==> src/rtl/ecube_pkg.sv <==
package ecube_pkg;

  typedef enum logic [1:0] {
    ST_IDLE = 2'd0,
    ST_HOP  = 2'd1,
    ST_DONE = 2'd2
  } ecube_state_t;

  typedef struct packed {
    logic loadRoute;
    logic stepHop;
  } ecube_strobe_t;

endpackage

==> src/rtl/ecube_next_hop.sv <==
module ecube_next_hop #(
  parameter int DIMS = 8,
  localparam int IW = (DIMS > 1) ? $clog2(DIMS) : 1
) (
  input  logic [DIMS-1:0] hereNode,
  input  logic [DIMS-1:0] thereNode,
  output logic [DIMS-1:0] stepNode,
  output logic [IW-1:0]   stepDim,
  output logic            anyLeft,
  output logic            finalStep
);

  logic [DIMS-1:0] routeVec;
  logic [DIMS-1:0] flipMask;

  assign routeVec = hereNode ^ thereNode;

  // Highest set bit wins: later (higher) indices overwrite earlier ones.
  always_comb begin
    stepDim = '0;
    anyLeft = 1'b0;
    for (int i = 0; i < DIMS; i++) begin
      if (routeVec[i]) begin
        stepDim = IW'(i);
        anyLeft = 1'b1;
      end
    end
  end

  assign flipMask  = anyLeft ? (DIMS'(1) << stepDim) : '0;
  assign stepNode  = hereNode ^ flipMask;
  assign finalStep = anyLeft && ((routeVec & ~flipMask) == '0);

endmodule

==> src/rtl/ecube_datapath.sv <==
module ecube_datapath
  import ecube_pkg::*;
#(
  parameter int DIMS = 8,
  localparam int IW = (DIMS > 1) ? $clog2(DIMS) : 1,
  localparam int DW = $clog2(DIMS + 1)
) (
  input  logic            clk,
  input  logic            rstN,
  input  ecube_strobe_t   strobe,
  input  logic [DIMS-1:0] srcAddr,
  input  logic [DIMS-1:0] dstAddr,
  output logic            sameNode,
  output logic            hopLast,
  output logic [DIMS-1:0] hopAddr,
  output logic [IW-1:0]   hopDim,
  output logic [DW-1:0]   distance
);

  logic [DIMS-1:0] curNode;
  logic [DIMS-1:0] targetNode;
  logic [DW-1:0]   newDistance;
  logic [DIMS-1:0] newVec;
  logic            unusedAny;

  assign newVec   = srcAddr ^ dstAddr;
  assign sameNode = (newVec == '0);

  always_comb begin
    newDistance = '0;
    for (int i = 0; i < DIMS; i++) begin
      newDistance = newDistance + DW'(newVec[i]);
    end
  end

  ecube_next_hop #(.DIMS(DIMS)) i_walk (
    .hereNode (curNode),
    .thereNode(targetNode),
    .stepNode (hopAddr),
    .stepDim  (hopDim),
    .anyLeft  (unusedAny),
    .finalStep(hopLast)
  );

  always_ff @(posedge clk) begin
    if (!rstN) begin
      curNode    <= '0;
      targetNode <= '0;
      distance   <= '0;
    end else if (strobe.loadRoute) begin
      curNode    <= srcAddr;
      targetNode <= dstAddr;
      distance   <= newDistance;
    end else if (strobe.stepHop) begin
      curNode    <= hopAddr;
    end
  end

endmodule

==> src/rtl/ecube_ctrl.sv <==
module ecube_ctrl
  import ecube_pkg::*;
(
  input  logic          clk,
  input  logic          rstN,
  input  logic          startValid,
  input  logic          hopReady,
  input  logic          sameNode,
  input  logic          hopLast,
  output ecube_strobe_t strobe,
  output logic          startReady,
  output logic          hopValid,
  output logic          done
);

  ecube_state_t state, stateNext;

  always_comb begin
    stateNext        = state;
    strobe.loadRoute = 1'b0;
    strobe.stepHop   = 1'b0;
    unique case (state)
      ST_IDLE: begin
        if (startValid) begin
          strobe.loadRoute = 1'b1;
          stateNext        = sameNode ? ST_DONE : ST_HOP;
        end
      end
      ST_HOP: begin
        if (hopReady) begin
          strobe.stepHop = 1'b1;
          if (hopLast) stateNext = ST_DONE;
        end
      end
      default: stateNext = ST_IDLE;
    endcase
  end

  always_ff @(posedge clk) begin
    if (!rstN) state <= ST_IDLE;
    else       state <= stateNext;
  end

  assign startReady = (state == ST_IDLE);
  assign hopValid   = (state == ST_HOP);
  assign done       = (state == ST_DONE);

endmodule

==> src/rtl/hypercube_ecube_router.sv <==
module hypercube_ecube_router
  import ecube_pkg::*;
#(
  parameter int DIMS = 8,
  localparam int IW = (DIMS > 1) ? $clog2(DIMS) : 1,
  localparam int DW = $clog2(DIMS + 1)
) (
  input  logic            clk,
  input  logic            rstN,
  input  logic            startValid,
  output logic            startReady,
  input  logic [DIMS-1:0] srcAddr,
  input  logic [DIMS-1:0] dstAddr,
  output logic            hopValid,
  input  logic            hopReady,
  output logic [DIMS-1:0] hopAddr,
  output logic [IW-1:0]   hopDim,
  output logic            hopLast,
  output logic [DW-1:0]   distance,
  output logic            done,
  input  logic [DIMS-1:0] peekNode,
  input  logic [DIMS-1:0] peekDest,
  output logic [DIMS-1:0] peekNext,
  output logic [IW-1:0]   peekDim
);

  ecube_strobe_t strobe;
  logic          sameNode;
  logic          lastStep;
  logic          peekAny;
  logic          peekFinal;

  ecube_ctrl i_ctrl (
    .clk       (clk),
    .rstN      (rstN),
    .startValid(startValid),
    .hopReady  (hopReady),
    .sameNode  (sameNode),
    .hopLast   (lastStep),
    .strobe    (strobe),
    .startReady(startReady),
    .hopValid  (hopValid),
    .done      (done)
  );

  ecube_datapath #(.DIMS(DIMS)) i_datapath (
    .clk     (clk),
    .rstN    (rstN),
    .strobe  (strobe),
    .srcAddr (srcAddr),
    .dstAddr (dstAddr),
    .sameNode(sameNode),
    .hopLast (lastStep),
    .hopAddr (hopAddr),
    .hopDim  (hopDim),
    .distance(distance)
  );

  assign hopLast = hopValid && lastStep;

  ecube_next_hop #(.DIMS(DIMS)) i_peek (
    .hereNode (peekNode),
    .thereNode(peekDest),
    .stepNode (peekNext),
    .stepDim  (peekDim),
    .anyLeft  (peekAny),
    .finalStep(peekFinal)
  );

  // Lookup flags have no port of their own; fold them into a dead term.
  logic peekUnused;
  assign peekUnused = peekAny ^ peekFinal;

endmodule

==> config.mk <==
export PLATFORM = sky130hd
export DESIGN_NAME = hypercube_ecube_router
export DESIGN_NICKNAME = d
export VERILOG_FILES = /design/src/rtl/ecube_pkg.sv /design/src/rtl/ecube_next_hop.sv /design/src/rtl/ecube_datapath.sv /design/src/rtl/ecube_ctrl.sv /design/src/rtl/hypercube_ecube_router.sv
export SDC_FILE = /design/constraint.sdc
export NUM_CORES = 1
export LEC_CHECK = 0
export BUFFER_PORTS_ARGS = -buffer_cell sky130_fd_sc_hd__buf_2
export CAP_MARGIN = 20
export CORE_ASPECT_RATIO = 1.1
export CORE_UTILIZATION = 45
export DETAILED_ROUTE_END_ITERATION = 10
export PLACE_DENSITY = 0.73
export REMOVE_ABC_BUFFERS = 1
export SLEW_MARGIN = 20
export SYNTH_ARGS = -nofsm -noshare
export SYNTH_HDL_FRONTEND = slang
export SYNTH_HIERARCHICAL = 1
export SYNTH_SLANG_ARGS = --single-unit
==> constraint.sdc <==
create_clock -name clk -period 3.9 [get_ports clk]
set_input_delay 0.195 -clock clk [delete_from_list [all_inputs] [get_ports clk]]
set_output_delay 0.195 -clock clk [all_outputs]
set_load 0.01 [all_outputs]
==> impl_metrics.json, run 1 <==
{
  "post_cts_resized": 0,
  "fin_nets": 320,
  "max_freq_mhz": 337,
  "wl_per_cell_um": 12.0,
  "reg2reg_slack_ns": 1.88,
  "timing.rr.end": "i_datapath/curNode[1]",
  "whs_path_depth": 3,
  "final_hold_viol_count": 0,
  "syn_area_per_cell_um2": 8.71,
  "ys_warn_count": 6,
  "antennaDiodeCount": 0,
  "cts.clk_slew.worst_paths_ns": 0.08,
  "htree_levels": 1,
  "dpl-instance-area_um2": 2210,
  "power_density_nw_per_um2": 392,
  "initial_core_util_pct": 46.8,
  "die_x_um": 63.2,
  "clk_path_buf_depth": 2,
  "vias_per_cell": 4.94,
  "grt_pass1_vias": 1586,
  "path_delay_family": "adder cells",
  "finalSetupViolCount": 0,
  "crit_path_cell_trace": "buf_2 -> xnor2_1 -> fa_1 -> inv_1 -> fa_1 -> inv_1 -> fa_1 -> inv_1 -> ha_1 -> inv_1 -> fa_1 -> xnor2_1 -> mux2i_1 -> nor2b_1",
  "synth_area_um2": 1860,
  "grt_util_met1_pct": 22.3,
  "p_int_uw": 540,
  "cts_tree": "yes",
  "max_cap_viol_count": 0,
  "die_area_um2": 4380,
  "r2r_cells": 8,
  "required_ns": 4.06,
  "hold_path.class": "in2reg",
  "hpwlAfterDp_mm": 3.17,
  "p_seq_share_pct": 31.0,
  "final.setup.worst_slack_ns": 0.929,
  "drt_iter0_drc": 26,
  "cts_num_sinks": 22,
  "cts_hold_buf": 0,
  "num_vias": 1614,
  "finalWirelength_mm": 3.93,
  "crit_fanout": 2,
  "clkPwrFrac_pct": 18.5,
  "worstHoldStart": "dstAddr[5]",
  "clockRootBuffer": "clkbuf_8",
  "max_slew_margin_pct": 65.0,
  "worstHoldEndpoint": "i_datapath/targetNode[5]",
  "core_area_um2": 3960,
  "crit_type": "in2reg",
  "num_rows": 24,
  "setup_tns_ns": 0,
  "finalInstanceArea_um2": 2260,
  "worstMarginPinSlew_ns": 0.526,
  "critical_path_buf_inv_count": 5,
  "final_max_slew_viol_count": 0,
  "die_y_um": 69.4,
  "layout-drive-gt1-share_pct": 32.4,
  "synthCells": 213,
  "grt.busiest_layer": "met2",
  "gp_congestion": 0.765,
  "portBuffers": 65,
  "switchingPower_uw": 347,
  "antenna_found_initial": 0,
  "met2_usage_pct": 33.9,
  "io_pins": 66,
  "grt_usage_pct": 18.7,
  "grt_max_degree": 32,
  "r2r-start": "i_datapath/targetNode[7]",
  "peakVddDrop_mv": 0.260,
  "total_power_uw": 886,
  "syn_to_final_growth_pct": 22.0,
  "outcome": "finished clean",
  "combPwrFrac_pct": 50.5,
  "period_share_pct": 76.2,
  "drt-pass1-iter-count": 4,
  "critPathLaunchType": "primary input",
  "numCtsBuffers": 3,
  "worstSkewPairLatency_ns": 0.26,
  "slowest_stage": "fa_1",
  "drc_errors": 0,
  "period_needed_ns": 2.97,
  "grt_overflow": 0,
  "critPathCaptureType": "register",
  "grt_pass1_wl_mm": 6.67,
  "grt_setup_unrepaired": "no",
  "cellLeakagePower_nw": 1.06,
  "antenna_left": 0,
  "clock_skew_ns": 0.00140,
  "critPathArrivalTime_ns": 3.13,
  "swShare_pct": 39.1,
  "critPathMaxStageDelay_ns": 0.55,
  "gr-usage-met3_pct": 2.80,
  "pre_cts_ws_ns": 0.644,
  "post_cts_buffers": 0
}
## power groups by stage
| stage | Clock, mW | Combinational (mW) | Sequential, mW |
|---|---|---|---|
| after floorplan | 0 | 0.311 | 0.280 |
| after global placement | 0 | 0.439 | 0.279 |
| after detailed placement | 0 | 0.450 | 0.280 |
| after CTS | 0.168 | 0.452 | 0.275 |
| after global routing | 0.178 | 0.502 | 0.278 |
| final | 0.164 | 0.448 | 0.275 |
## cell type report
class	count	area, µm²
well taps	52	65.1
multi-input cells	172	1330
flip-flops and latches	22	440
inverters	11	41.3
fillers	365	1700
clock buffers	4	55.1
repair buffers	66	333
## layout by cell type, fill, tap and decap left out, types with 2 or more instances in the layout
cell / count
buf_2: 65
nor2_1: 9
nor3_2: 4
nor4_4: 2
dfxtp_1: 22
nand2_1: 26
a21oi_1: 8
o32a_1: 2
xor2_1: 20
o21ai_0: 4
o21ai_1: 8
ha_1: 4
clkbuf_8: 4
inv_1: 9
a21o_1: 2
mux2_2: 4
and2_1: 11
inv_2: 2
nor2b_1: 12
xnor2_1: 17
mux2i_1: 18
nand4_1: 3
fa_1: 4
xnor2_2: 2
## sequential cells by signal (all words and copies together), names as in the netlist
signal                 flops
i_ctrl/state               2
i_datapath/curNode         8
i_datapath/distance        4
i_datapath/targetNode      8
## per-layer routing
metal / vias up / routed length [µm] / part of all wire, %
li1: 839 / - / -
met1: 722 / 1770 / 45
met2: 48 / 1940 / 49
met3: 5 / 187 / 4.8
met4: 0 / 38 / 0.97
met5: - / 0 / 0
## metrics by stage
stage / cells / hold slack, ns / util (%)
6_report: 327 / 0.217 / 57.1
4_1_cts: 327 / 0.218 / 57.1
3_5_place_dp: 323 / 0.469 / 55.7
2_1_floorplan: 205 / 0.313 / -
5_1_grt: 327 / 0.235 / 57.1
3_3_place_gp: 323 / 0.466 / 55.7
## tightest hold or removal path: cells and delay by family
kind	cells	cell delay, ns
buf+inv	1	0.09
simple gates	1	0.09
mux	1	0.06
## worst max path at each step
stage,from,end,cells after the start
final,dstAddr[0],i_datapath/distance[2],14
after global routing,dstAddr[0],i_datapath/distance[2],14
after CTS,dstAddr[0],i_datapath/distance[2],14
after detailed placement,dstAddr[0],i_datapath/distance[2],14
after global placement,dstAddr[0],i_datapath/distance[2],14
after floorplan,i_ctrl/state[1],i_datapath/distance[3],3
No activity file was read; power rests on OpenSTA's default activity.
==> inputs of run 2 (changes only) <==
==> constraint.sdc (replaced) <==
create_clock -name clk -period 2.75 [get_ports clk]
set_input_delay 0.1375 -clock clk [delete_from_list [all_inputs] [get_ports clk]]
set_output_delay 0.1375 -clock clk [all_outputs]
set_load 0.01 [all_outputs]
==> run 2 against run 1 <==
Highest routed layer unchanged. Non-clock buffer count grew 2. Sequential share of layout area shrank 0.55 points. Combinational power grew 45%. Clock skew is essentially flat. Largest power group unchanged. Critical path depth shrank 1. Register-to-register slack lost 1.1 ns.
==> impl_metrics.json, run 2 (synthesized netlist as in run 1, its figures left out) <==
{
  "cts_tree": "yes",
  "utilization_pct": 58.8,
  "crit_fanout": 2,
  "critPathCaptureType": "register",
  "path_delay_family": "adder cells",
  "finalInstanceArea_um2": 2330,
  "syn_to_final_growth_pct": 25.6,
  "gp_congestion": 0.738,
  "total_power_mw": 1.23,
  "finalWirelength_mm": 3.82,
  "max_cap_viol_count": 0,
  "die_y_um": 69.4,
  "fin_nets": 322,
  "antenna_found_initial": 0,
  "instances_no_fill": 328,
  "finalSetupViolCount": 0,
  "clk_path_buf_depth": 2,
  "critical_path_buf_inv_count": 5,
  "die_area_um2": 4380,
  "critPathMaxStageDelay_ns": 0.54,
  "required_ns": 2.91,
  "critPathArrivalTime_ns": 2.90,
  "antennaDiodeCount": 0,
  "reg_top3": "i_datapath/curNode (8), i_datapath/targetNode (8), i_datapath/distance (4)",
  "period_share_pct": 99.8,
  "power_density_nw_per_um2": 530,
  "worstHoldEndpoint": "i_datapath/targetNode[3]",
  "clock_skew_ns": 0.00153,
  "clkPwrFrac_pct": 16.0,
  "die_x_um": 63.2,
  "final_max_slew_viol_count": 0,
  "grt_usage_pct": 18.3,
  "max_slew_margin_pct": 66.2,
  "vias_per_cell": 4.98,
  "antenna_left": 0,
  "worstSkewPairLatency_ns": 0.26,
  "cts_hold_buf": 0,
  "switchingPower_uw": 487,
  "numCtsBuffers": 3,
  "combPwrFrac_pct": 52.5,
  "cts.clk_slew.worst_paths_ns": 0.08,
  "p_seq_share_pct": 31.5,
  "cts_num_sinks": 22,
  "initial_core_util_pct": 46.8,
  "period_needed_ns": 2.75,
  "whs_path_depth": 3,
  "r2r-start": "i_datapath/targetNode[7]",
  "grt_setup_unrepaired": "yes",
  "final_cell_mix": "buf_2, nand2_1, dfxtp_1, xor2_1, mux2i_1",
  "slowest_stage": "fa_1",
  "crit_type": "in2reg",
  "final.setup.worst_slack_ns": 0.00497,
  "num_rows": 24,
  "grt_pass1_wl_mm": 6.51,
  "worstMarginPinSlew_ns": 0.507,
  "grt_overflow": 0,
  "dpl-instance-area_um2": 2220,
  "max_freq_mhz": 364,
  "grt_pass1_vias": 1580,
  "num_vias": 1633,
  "reg2reg_slack_ns": 0.74,
  "final_hold_viol_count": 0,
  "swShare_pct": 39.4,
  "worstHoldStart": "dstAddr[3]",
  "hold_slack_ns": 0.159,
  "peakVddDrop_mv": 0.361,
  "outcome": "finished clean",
  "dp_cells": 325,
  "io_pins": 66,
  "pre_cts_ws_ns": -0.445,
  "portBuffers": 65,
  "layout-drive-gt1-share_pct": 34.4,
  "crit_path_cell_trace": "buf_8 -> xnor2_4 -> fa_1 -> inv_1 -> fa_1 -> inv_1 -> fa_1 -> inv_1 -> ha_2 -> inv_2 -> fa_2 -> nand2_1 -> o211a_1",
  "drt-pass1-iter-count": 4,
  "hold_path.class": "in2reg",
  "setup_tns_ns": 0,
  "clockRootBuffer": "clkbuf_8",
  "r2r_cells": 8,
  "final_common_cell": "buf_2",
  "cellLeakagePower_nw": 1.08,
  "wl_per_cell_um": 11.6,
  "critPathLaunchType": "primary input",
  "htree_levels": 1,
  "drt_iter0_drc": 35,
  "grt_max_degree": 32,
  "p_int_uw": 748,
  "timing.rr.end": "i_ctrl/state[1]",
  "drc_errors": 0,
  "core_area_um2": 3960,
  "hpwlAfterDp_mm": 3.07
}
==> run 2: cell types whose count changed in the layout (fill, tap and decap cells not counted), sizes merged <==
cell    before  now
clkbuf       4    3
buf         66   68
==> run 2: what timing repair did <==
item / 4_1_cts / 5_1_grt
gates resized for setup: 10 / 4
endpoints found under the setup margin: 2 / 2
buffers inserted: 0 / 0
pin swaps: 6 / 0
gates cloned: 0 / 0
==> run 2: worst max path at each step <==
stage / start / endpoint / slack (ns) / depth (start not counted)
2_1_floorplan: i_ctrl/state[1] / i_datapath/distance[3] / -0.37 / 3
3_3_place_gp: dstAddr[0] / i_datapath/distance[2] / -0.38 / 14
3_5_place_dp: dstAddr[0] / i_datapath/distance[2] / -0.44 / 14
4_1_cts: srcAddr[3] / i_datapath/distance[1] / -0.002 / 13
5_1_grt: srcAddr[3] / i_datapath/distance[1] / -0.09 / 13
6_report: srcAddr[3] / i_datapath/distance[1] / 0.005 / 13
==> run 2: routing by layer <==
metal / up-vias / track usage [%] / routed length (µm)
met5: - / 0 / 0
met4: 0 / 5.30 / 50
met3: 4 / 2.80 / 183
met2: 47 / 34.3 / 1910
met1: 744 / 20.9 / 1670
li1: 838 / - / -
==> run 2: power by group through the flow <==
stage | Sequential [mW] | Clock, mW | Combinational (mW)
after floorplan | 0.398 | 0 | 0.441
after global placement | 0.396 | 0 | 0.625
after detailed placement | 0.396 | 0 | 0.635
after CTS | 0.390 | 0.203 | 0.650
after global routing | 0.394 | 0.211 | 0.736
final | 0.389 | 0.197 | 0.649
==> run 2: worst min-delay path: cells and delay by family <==
kind	cells	cell delay (ns)
mux	1	0.06
simple gates	1	0.09
buf+inv	1	0.09
==> run 2: layout make-up <==
class                      instances  area, µm²
inverter                          11       41.3
sequential                        22        440
fill                             380       1630
tap                               52       65.1
multi-input combinational        172       1370
timing repair buffer              68        370
clock buffer                       3       41.3
